File: src/rtl/aclk_pkg.sv
package aclk_pkg;

  // Sampled configuration word.
  typedef struct packed {
    logic ratio_hi;   // 0: 256x, 1: 384x master clock
    logic slot_long;  // 0: 16-bit slots, 1: 32-bit slots
    logic left_high;  // word-select level of the left channel
  } aclk_cfg_t;

  localparam int unsigned NUM_MODES = 4;

  // Bit-clock divide ratio for one ratio/slot combination.
  function automatic int unsigned bit_div(input int unsigned base_lo,
                                          input int unsigned base_hi,
                                          input int unsigned slot_s,
                                          input int unsigned slot_l,
                                          input int unsigned mode);
    int unsigned base;
    int unsigned slot;
    base = (mode / 2 != 0) ? base_hi : base_lo;
    slot = (mode % 2 != 0) ? slot_l : slot_s;
    return base / (2 * slot);
  endfunction

endpackage

File: src/rtl/aclk_cfg_track.sv
module aclk_cfg_track
  import aclk_pkg::*;
(
  input  logic      clk_i,
  input  logic      rst_ni,
  input  logic      en_i,
  input  aclk_cfg_t cfg_i,
  output aclk_cfg_t cfg_q_o,
  output logic      cfg_chg_o,
  output logic      mclk_oe_o
);

  aclk_cfg_t cfg_q;
  logic      oe_q;

  always_ff @(posedge clk_i or negedge rst_ni) begin
    if (!rst_ni) begin
      cfg_q <= '0;
      oe_q  <= 1'b0;
    end else begin
      cfg_q <= cfg_i;
      oe_q  <= en_i;
    end
  end

  assign cfg_q_o   = cfg_q;
  assign cfg_chg_o = en_i && (cfg_i != cfg_q);
  assign mclk_oe_o = oe_q;

endmodule

File: src/rtl/aclk_bit_div.sv
module aclk_bit_div
  import aclk_pkg::*;
#(
  parameter int unsigned BASE_LO = 256,
  parameter int unsigned BASE_HI = 384,
  parameter int unsigned SLOT_S  = 16,
  parameter int unsigned SLOT_L  = 32,
  parameter int unsigned CNT_W   = 4
) (
  input  logic             clk_i,
  input  logic             rst_ni,
  input  logic             clr_i,
  input  logic             ratio_hi_i,
  input  logic             slot_long_i,
  output logic [CNT_W-1:0] cnt_o,
  output logic             bit_end_o,
  output logic             high_phase_o
);

  logic [CNT_W-1:0] last_tab [NUM_MODES];
  logic [CNT_W-1:0] half_tab [NUM_MODES];

  for (genvar k = 0; k < NUM_MODES; k++) begin : g_mode
    localparam int unsigned DIV = bit_div(BASE_LO, BASE_HI, SLOT_S, SLOT_L, k);
    assign last_tab[k] = CNT_W'(DIV - 1);
    assign half_tab[k] = CNT_W'(DIV / 2);
  end

  logic [1:0]       mode;
  logic [CNT_W-1:0] cnt_q;
  logic [CNT_W-1:0] last;
  logic             at_last;

  assign mode    = {ratio_hi_i, slot_long_i};
  assign last    = last_tab[mode];
  assign at_last = (cnt_q == last);

  always_ff @(posedge clk_i or negedge rst_ni) begin
    if (!rst_ni) begin
      cnt_q <= '0;
    end else if (clr_i || at_last) begin
      cnt_q <= '0;
    end else begin
      cnt_q <= cnt_q + 1'b1;
    end
  end

  assign cnt_o        = cnt_q;
  assign bit_end_o    = at_last && !clr_i;
  assign high_phase_o = (cnt_q >= half_tab[mode]);

endmodule

File: src/rtl/aclk_slot_ctr.sv
module aclk_slot_ctr #(
  parameter int unsigned SLOT_S = 16,
  parameter int unsigned SLOT_L = 32,
  parameter int unsigned BIT_W  = $clog2(SLOT_L)
) (
  input  logic             clk_i,
  input  logic             rst_ni,
  input  logic             clr_i,
  input  logic             bit_end_i,
  input  logic             slot_long_i,
  output logic [BIT_W-1:0] bit_idx_o,
  output logic             right_o,
  output logic             frame_end_o
);

  localparam logic [BIT_W-1:0] LAST_S = BIT_W'(SLOT_S - 1);
  localparam logic [BIT_W-1:0] LAST_L = BIT_W'(SLOT_L - 1);

  logic [BIT_W-1:0] bit_q;
  logic             right_q;
  logic             slot_end;

  assign slot_end = bit_end_i && (bit_q == (slot_long_i ? LAST_L : LAST_S));

  always_ff @(posedge clk_i or negedge rst_ni) begin
    if (!rst_ni) begin
      bit_q   <= '0;
      right_q <= 1'b0;
    end else if (clr_i) begin
      bit_q   <= '0;
      right_q <= 1'b0;
    end else if (slot_end) begin
      bit_q   <= '0;
      right_q <= !right_q;
    end else if (bit_end_i) begin
      bit_q   <= bit_q + 1'b1;
    end
  end

  assign bit_idx_o   = bit_q;
  assign right_o     = right_q;
  assign frame_end_o = slot_end && right_q;

endmodule

File: src/rtl/aclk_run_ctl.sv
module aclk_run_ctl (
  input  logic clk_i,
  input  logic rst_ni,
  input  logic en_i,
  input  logic cfg_chg_i,
  input  logic data_avail_i,
  input  logic frame_end_i,
  output logic run_o,
  output logic clr_o
);

  logic run_q;
  logic run_d;

  always_comb begin
    if (!en_i || cfg_chg_i) begin
      run_d = 1'b0;
    end else if (!run_q) begin
      run_d = data_avail_i;
    end else if (frame_end_i && !data_avail_i) begin
      run_d = 1'b0;
    end else begin
      run_d = 1'b1;
    end
  end

  always_ff @(posedge clk_i or negedge rst_ni) begin
    if (!rst_ni) begin
      run_q <= 1'b0;
    end else begin
      run_q <= run_d;
    end
  end

  assign run_o = run_q;
  // Counters are held at zero whenever the generator is idle or is forced idle.
  assign clr_o = !run_q || !en_i || cfg_chg_i;

endmodule

File: src/rtl/aclk_gen.sv
module aclk_gen
  import aclk_pkg::*;
#(
  parameter int unsigned BASE_LO = 256,
  parameter int unsigned BASE_HI = 384,
  parameter int unsigned SLOT_S  = 16,
  parameter int unsigned SLOT_L  = 32
) (
  input  logic clk_i,
  input  logic rst_ni,
  input  logic en_i,
  input  logic ratio_hi_i,
  input  logic slot_long_i,
  input  logic left_high_i,
  input  logic data_avail_i,
  output logic mclk_oe_o,
  output logic bclk_o,
  output logic wsel_o,
  output logic bit_strobe_o,
  output logic slot_start_o
);

  localparam int unsigned MAX_DIV = BASE_HI / (2 * SLOT_S);
  localparam int unsigned CNT_W   = $clog2(MAX_DIV);
  localparam int unsigned BIT_W   = $clog2(SLOT_L);

  aclk_cfg_t        cfg_in;
  aclk_cfg_t        cfg_q;
  logic             cfg_chg;
  logic             run_q;
  logic             clr;
  logic [CNT_W-1:0] cnt;
  logic             bit_end;
  logic             high_phase;
  logic [BIT_W-1:0] bit_idx;
  logic             right;
  logic             frame_end;

  assign cfg_in = '{ratio_hi: ratio_hi_i, slot_long: slot_long_i, left_high: left_high_i};

  aclk_cfg_track u_cfg (
    .clk_i     (clk_i),
    .rst_ni    (rst_ni),
    .en_i      (en_i),
    .cfg_i     (cfg_in),
    .cfg_q_o   (cfg_q),
    .cfg_chg_o (cfg_chg),
    .mclk_oe_o (mclk_oe_o)
  );

  aclk_run_ctl u_run (
    .clk_i        (clk_i),
    .rst_ni       (rst_ni),
    .en_i         (en_i),
    .cfg_chg_i    (cfg_chg),
    .data_avail_i (data_avail_i),
    .frame_end_i  (frame_end),
    .run_o        (run_q),
    .clr_o        (clr)
  );

  aclk_bit_div #(
    .BASE_LO (BASE_LO),
    .BASE_HI (BASE_HI),
    .SLOT_S  (SLOT_S),
    .SLOT_L  (SLOT_L),
    .CNT_W   (CNT_W)
  ) u_div (
    .clk_i        (clk_i),
    .rst_ni       (rst_ni),
    .clr_i        (clr),
    .ratio_hi_i   (cfg_q.ratio_hi),
    .slot_long_i  (cfg_q.slot_long),
    .cnt_o        (cnt),
    .bit_end_o    (bit_end),
    .high_phase_o (high_phase)
  );

  aclk_slot_ctr #(
    .SLOT_S (SLOT_S),
    .SLOT_L (SLOT_L),
    .BIT_W  (BIT_W)
  ) u_slot (
    .clk_i       (clk_i),
    .rst_ni      (rst_ni),
    .clr_i       (clr),
    .bit_end_i   (bit_end),
    .slot_long_i (cfg_q.slot_long),
    .bit_idx_o   (bit_idx),
    .right_o     (right),
    .frame_end_o (frame_end)
  );

  // Output decode: idle holds bclk low and word select at the left level.
  assign bclk_o       = run_q && high_phase;
  assign bit_strobe_o = run_q && (cnt == '0);
  assign slot_start_o = bit_strobe_o && (bit_idx == '0);
  assign wsel_o       = run_q ? (right ^ cfg_q.left_high) : cfg_q.left_high;

endmodule

File: config.mk
export PLATFORM = sky130hd
export DESIGN_NAME = aclk_gen
export DESIGN_NICKNAME = d
export VERILOG_FILES = /design/src/rtl/aclk_pkg.sv /design/src/rtl/aclk_cfg_track.sv /design/src/rtl/aclk_bit_div.sv /design/src/rtl/aclk_slot_ctr.sv /design/src/rtl/aclk_run_ctl.sv /design/src/rtl/aclk_gen.sv
export SDC_FILE = /design/constraint.sdc
export NUM_CORES = 1
export LEC_CHECK = 0
export BUFFER_PORTS_ARGS = -buffer_cell sky130_fd_sc_hd__buf_2
export CAP_MARGIN = 10
export CORE_MARGIN = 2
export CORE_UTILIZATION = 53
export DETAILED_ROUTE_END_ITERATION = 6
export PLACE_DENSITY = 0.82
export SYNTH_ARGS = -nofsm -noshare
export SYNTH_HDL_FRONTEND = slang
export SYNTH_SLANG_ARGS = --single-unit
File: constraint.sdc
create_clock -name clk_i -period 2.9 [get_ports clk_i]
set_clock_uncertainty 0.05 [all_clocks]
set_input_delay 0.145 -clock clk_i [delete_from_list [all_inputs] [get_ports clk_i]]
set_output_delay 0.145 -clock clk_i [all_outputs]
set_load 0.01 [all_outputs]
==> impl_metrics.tcl <==
set metrics [dict create \
    hp-class "input port to flip-flop" \
    post-route-util_pct 67.7 \
    required_ns 3.07 \
    io_buffers 11 \
    num_antenna_cells 0 \
    cts_buffers 3 \
    startpoint_type "flip-flop" \
    initial_utilization_pct 58.4 \
    peakVddDrop_v 0.000310 \
    post_drt_wl_per_cell_um 14.2 \
    dr.pass1.iters 4 \
    syn_area_per_cell_um2 10.1 \
    rsz0062_at_grt "false" \
    period_needed_ns 2.40 \
    grt_max_degree 16 \
    fp.coreArea_um2 1540 \
    fin_area_um2 1040 \
    pin_count 12 \
    synthesis.nets 106 \
    fmax_ghz 0.417 \
    arrival_ns 2.57 \
    grtUsageTotal_pct 19.7 \
    vias 706 \
    grt_pass1_vias 650 \
    status "finished, final reports clean" \
    postSynth.asyncResetShare_pct 100 \
    areaGrowthSynthToFinish_pct 15.8 \
    grt-ovfl-total 0 \
    worst_slew_pin_slew_ns 0.491 \
    crit_path_end_kind "flip-flop" \
    drcViolationCount 0 \
    setup_viol 0 \
    r2r_slack_ns 0.50 \
    syn_area_um2 901 \
    yosys.area.top_type_share_pct 41.7 \
    vias_per_cell 5.74 \
    dpl_cell_area_um2 966 \
    place_ws_ns 0.546 \
    synthFlopType "dfrtp_1" \
    numClockSinks 15 \
    fin_nets 125 \
    crit_chain "inv_1 -> ha_1 -> xnor2_1 -> or4_1 -> or4_1 -> o21ai_1" \
    fin_hold_ws_ns 0.0726 \
    synth_top_area_cell "dfrtp_1" \
    ant_nets 0 \
    cts_root_buffer "clkbuf_4" \
    cts_tree "built" \
    yosys.cell_types.count 26 \
    yosysWarnings 0 \
    clk_latency_ns 0.29 \
    path_clk_slew_ns 0.09 \
    synth_cells 89 \
    hold_violations 0 \
    grt_pass1_wl_um 2860 \
    maxCapViolCount 0 \
    slowest_delay_ns 0.67 \
    cp_common_cell "or4_1" \
    setup_slack_ns 0.503 \
    cts_max_level 1 \
    dieArea_um2 2050 \
    die_w_um 45.2 \
    slowest_stage "or4_1" \
    antenna_found_initial 0 \
    path_class "flip-flop to flip-flop" \
    postCtsSetupRepairBufs 0 \
    ys_seq_area_share_pct 41.7 \
    dieHeight_um 45.2 \
    crit_fanout 12 \
    num_rows 14 \
    finalSetupTns_ns 0 \
    drive_gt1_share_pct 15.0 \
    dpl.hpwl_um 1250 \
    min_period_over_period_pct 82.7 \
    p_per_area_nw_per_um2 364 \
    wirelength_um 1740 \
    drt_iter0_markers 15 \
    maxSlewViolCount 0 \
    place_congestion 0.763 \
    synth_seq_cells 15 \
    clockBufferDepth 2 \
    leakagePower_uw 0.000474 \
    synth_edf_count 0 \
    synth.area.top_cells "dfrtp_1 (42%), ha_1 (14%), xnor2_1 (4.9%)" \
    slew_headroom_pct 66.9 \
]
[flip-flops by register name, summed over array words and instances (netlist names)]
register and count:
u_cfg.mclk_oe_o 1, u_run.run_o 1, u_slot.bit_idx_o 5, u_cfg.cfg_q_o 3, u_div.cnt_o 4, u_slot.right_o 1
[kinds of logic (layout without fill, tap and decap cells)]
group	Yosys count	after routing	synth area share [%]
XOR/XNOR	10	10	9.72
adder cells (fa/ha/maj)	10	10	13.9
multiplexers	2	2	2.22
AND/OR/NAND/NOR	33	33	22.5
AO/OA/AOI/OAI	10	10	5.97
buffers and inverters	9	27	4.03
flip-flops	15	15	41.7
[synth_stat cells (2+ instances only)]
library cell and n:
or3_1 2, o21ai_0 3, buf_2 2, nor4b_1 2, nor2_1 9, mux2i_1 2
inv_1 7, ha_1 10, a21oi_1 5, xor2_1 5, dfrtp_1 15, nand3_1 2
nand4_1 2, nor4_1 2, xnor2_1 5, or4_1 3, nand2_1 4
[worst max-delay path: cells and delay by family (launching register included)]
kind	cells	cell delay (ns)
AO/OA/AOI/OAI	1	0.08
AND/OR/NAND/NOR	2	1.19
buffers and inverters	1	0.11
adder cells (fa/ha/maj)	1	0.31
flip-flops	1	0.45
XOR/XNOR	1	0.14
[what timing repair did]
action,4_1_cts,5_1_grt
endpoints found under the setup margin,0,0
resized for setup,0,0
endpoints found under the hold margin,19,0
hold buffers,5,0
[power breakdown]
part / switching, uW / internal [uW] / leakage, uW
logic: 21.5 / 18.6 / 0.000256
registers: 3.86 / 212 / 0.000200
clock network: 72.1 / 51.3 / 0.0000177
[path summary, 6_finish.rpt]
check                                                  endpoint                       start  cells after the start
worst min register to register         u_div.cnt_o[0]$_DFF_PN0_    u_div.cnt_o[0]$_DFF_PN0_                      1
worst max register to register  u_slot.bit_idx_o[3]$_DFFE_PN0P_  u_cfg.cfg_q_o[1]$_DFF_PN0_                      6
max in group asynchronous            u_cfg.cfg_q_o[0]$_DFF_PN0_                      rst_ni                      2
worst max-delay path            u_slot.bit_idx_o[3]$_DFFE_PN0P_  u_cfg.cfg_q_o[1]$_DFF_PN0_                      6
min in group asynchronous       u_slot.bit_idx_o[2]$_DFFE_PN0P_                      rst_ni                      2
worst min-delay path                      u_run.run_o$_DFF_PN0_                data_avail_i                      3
[cells in the final DEF, fill, tap and decap left out, types with 2 or more instances in the layout]
master,count
nor4b_1,2
clkbuf_4,3
ha_1,10
xor2_1,5
nor4_1,2
or4_1,3
o21ai_0,3
nand4_1,2
a21oi_1,5
xnor2_1,5
nand3_1,2
buf_2,11
dfrtp_1,15
nor2_1,9
mux2i_1,2
dlygate4sd3_1,5
inv_1,7
or3_1,2
nand2_1,4
[cell type report]
cell class              instances  area (um^2)
clock inverters                 1         5.00
multi-input cells              65          489
fillers                       127          498
repair buffers                 16          105
inverters                       7         26.3
clock buffers                   3         22.5
flip-flops and latches         15          375
well taps                      16         20.0
[routing by layer]
metal / part of all wire [%] / wire length (um) / up-vias / track usage [%]
met5: 0 / 0 / - / 0
met4: 2.4 / 41 / 0 / 7.06
met3: 3.1 / 54 / 6 / 4.80
met2: 51 / 881 / 13 / 32.3
met1: 44 / 765 / 343 / 25.2
li1: - / - / 344 / -
[per-stage QoR]
step	cells	power, uW
floorplan	89	238
global placement	114	253
detailed placement	114	254
CTS	123	380
global route	123	392
finish	123	380
Power figures use the tool's default switching activity.
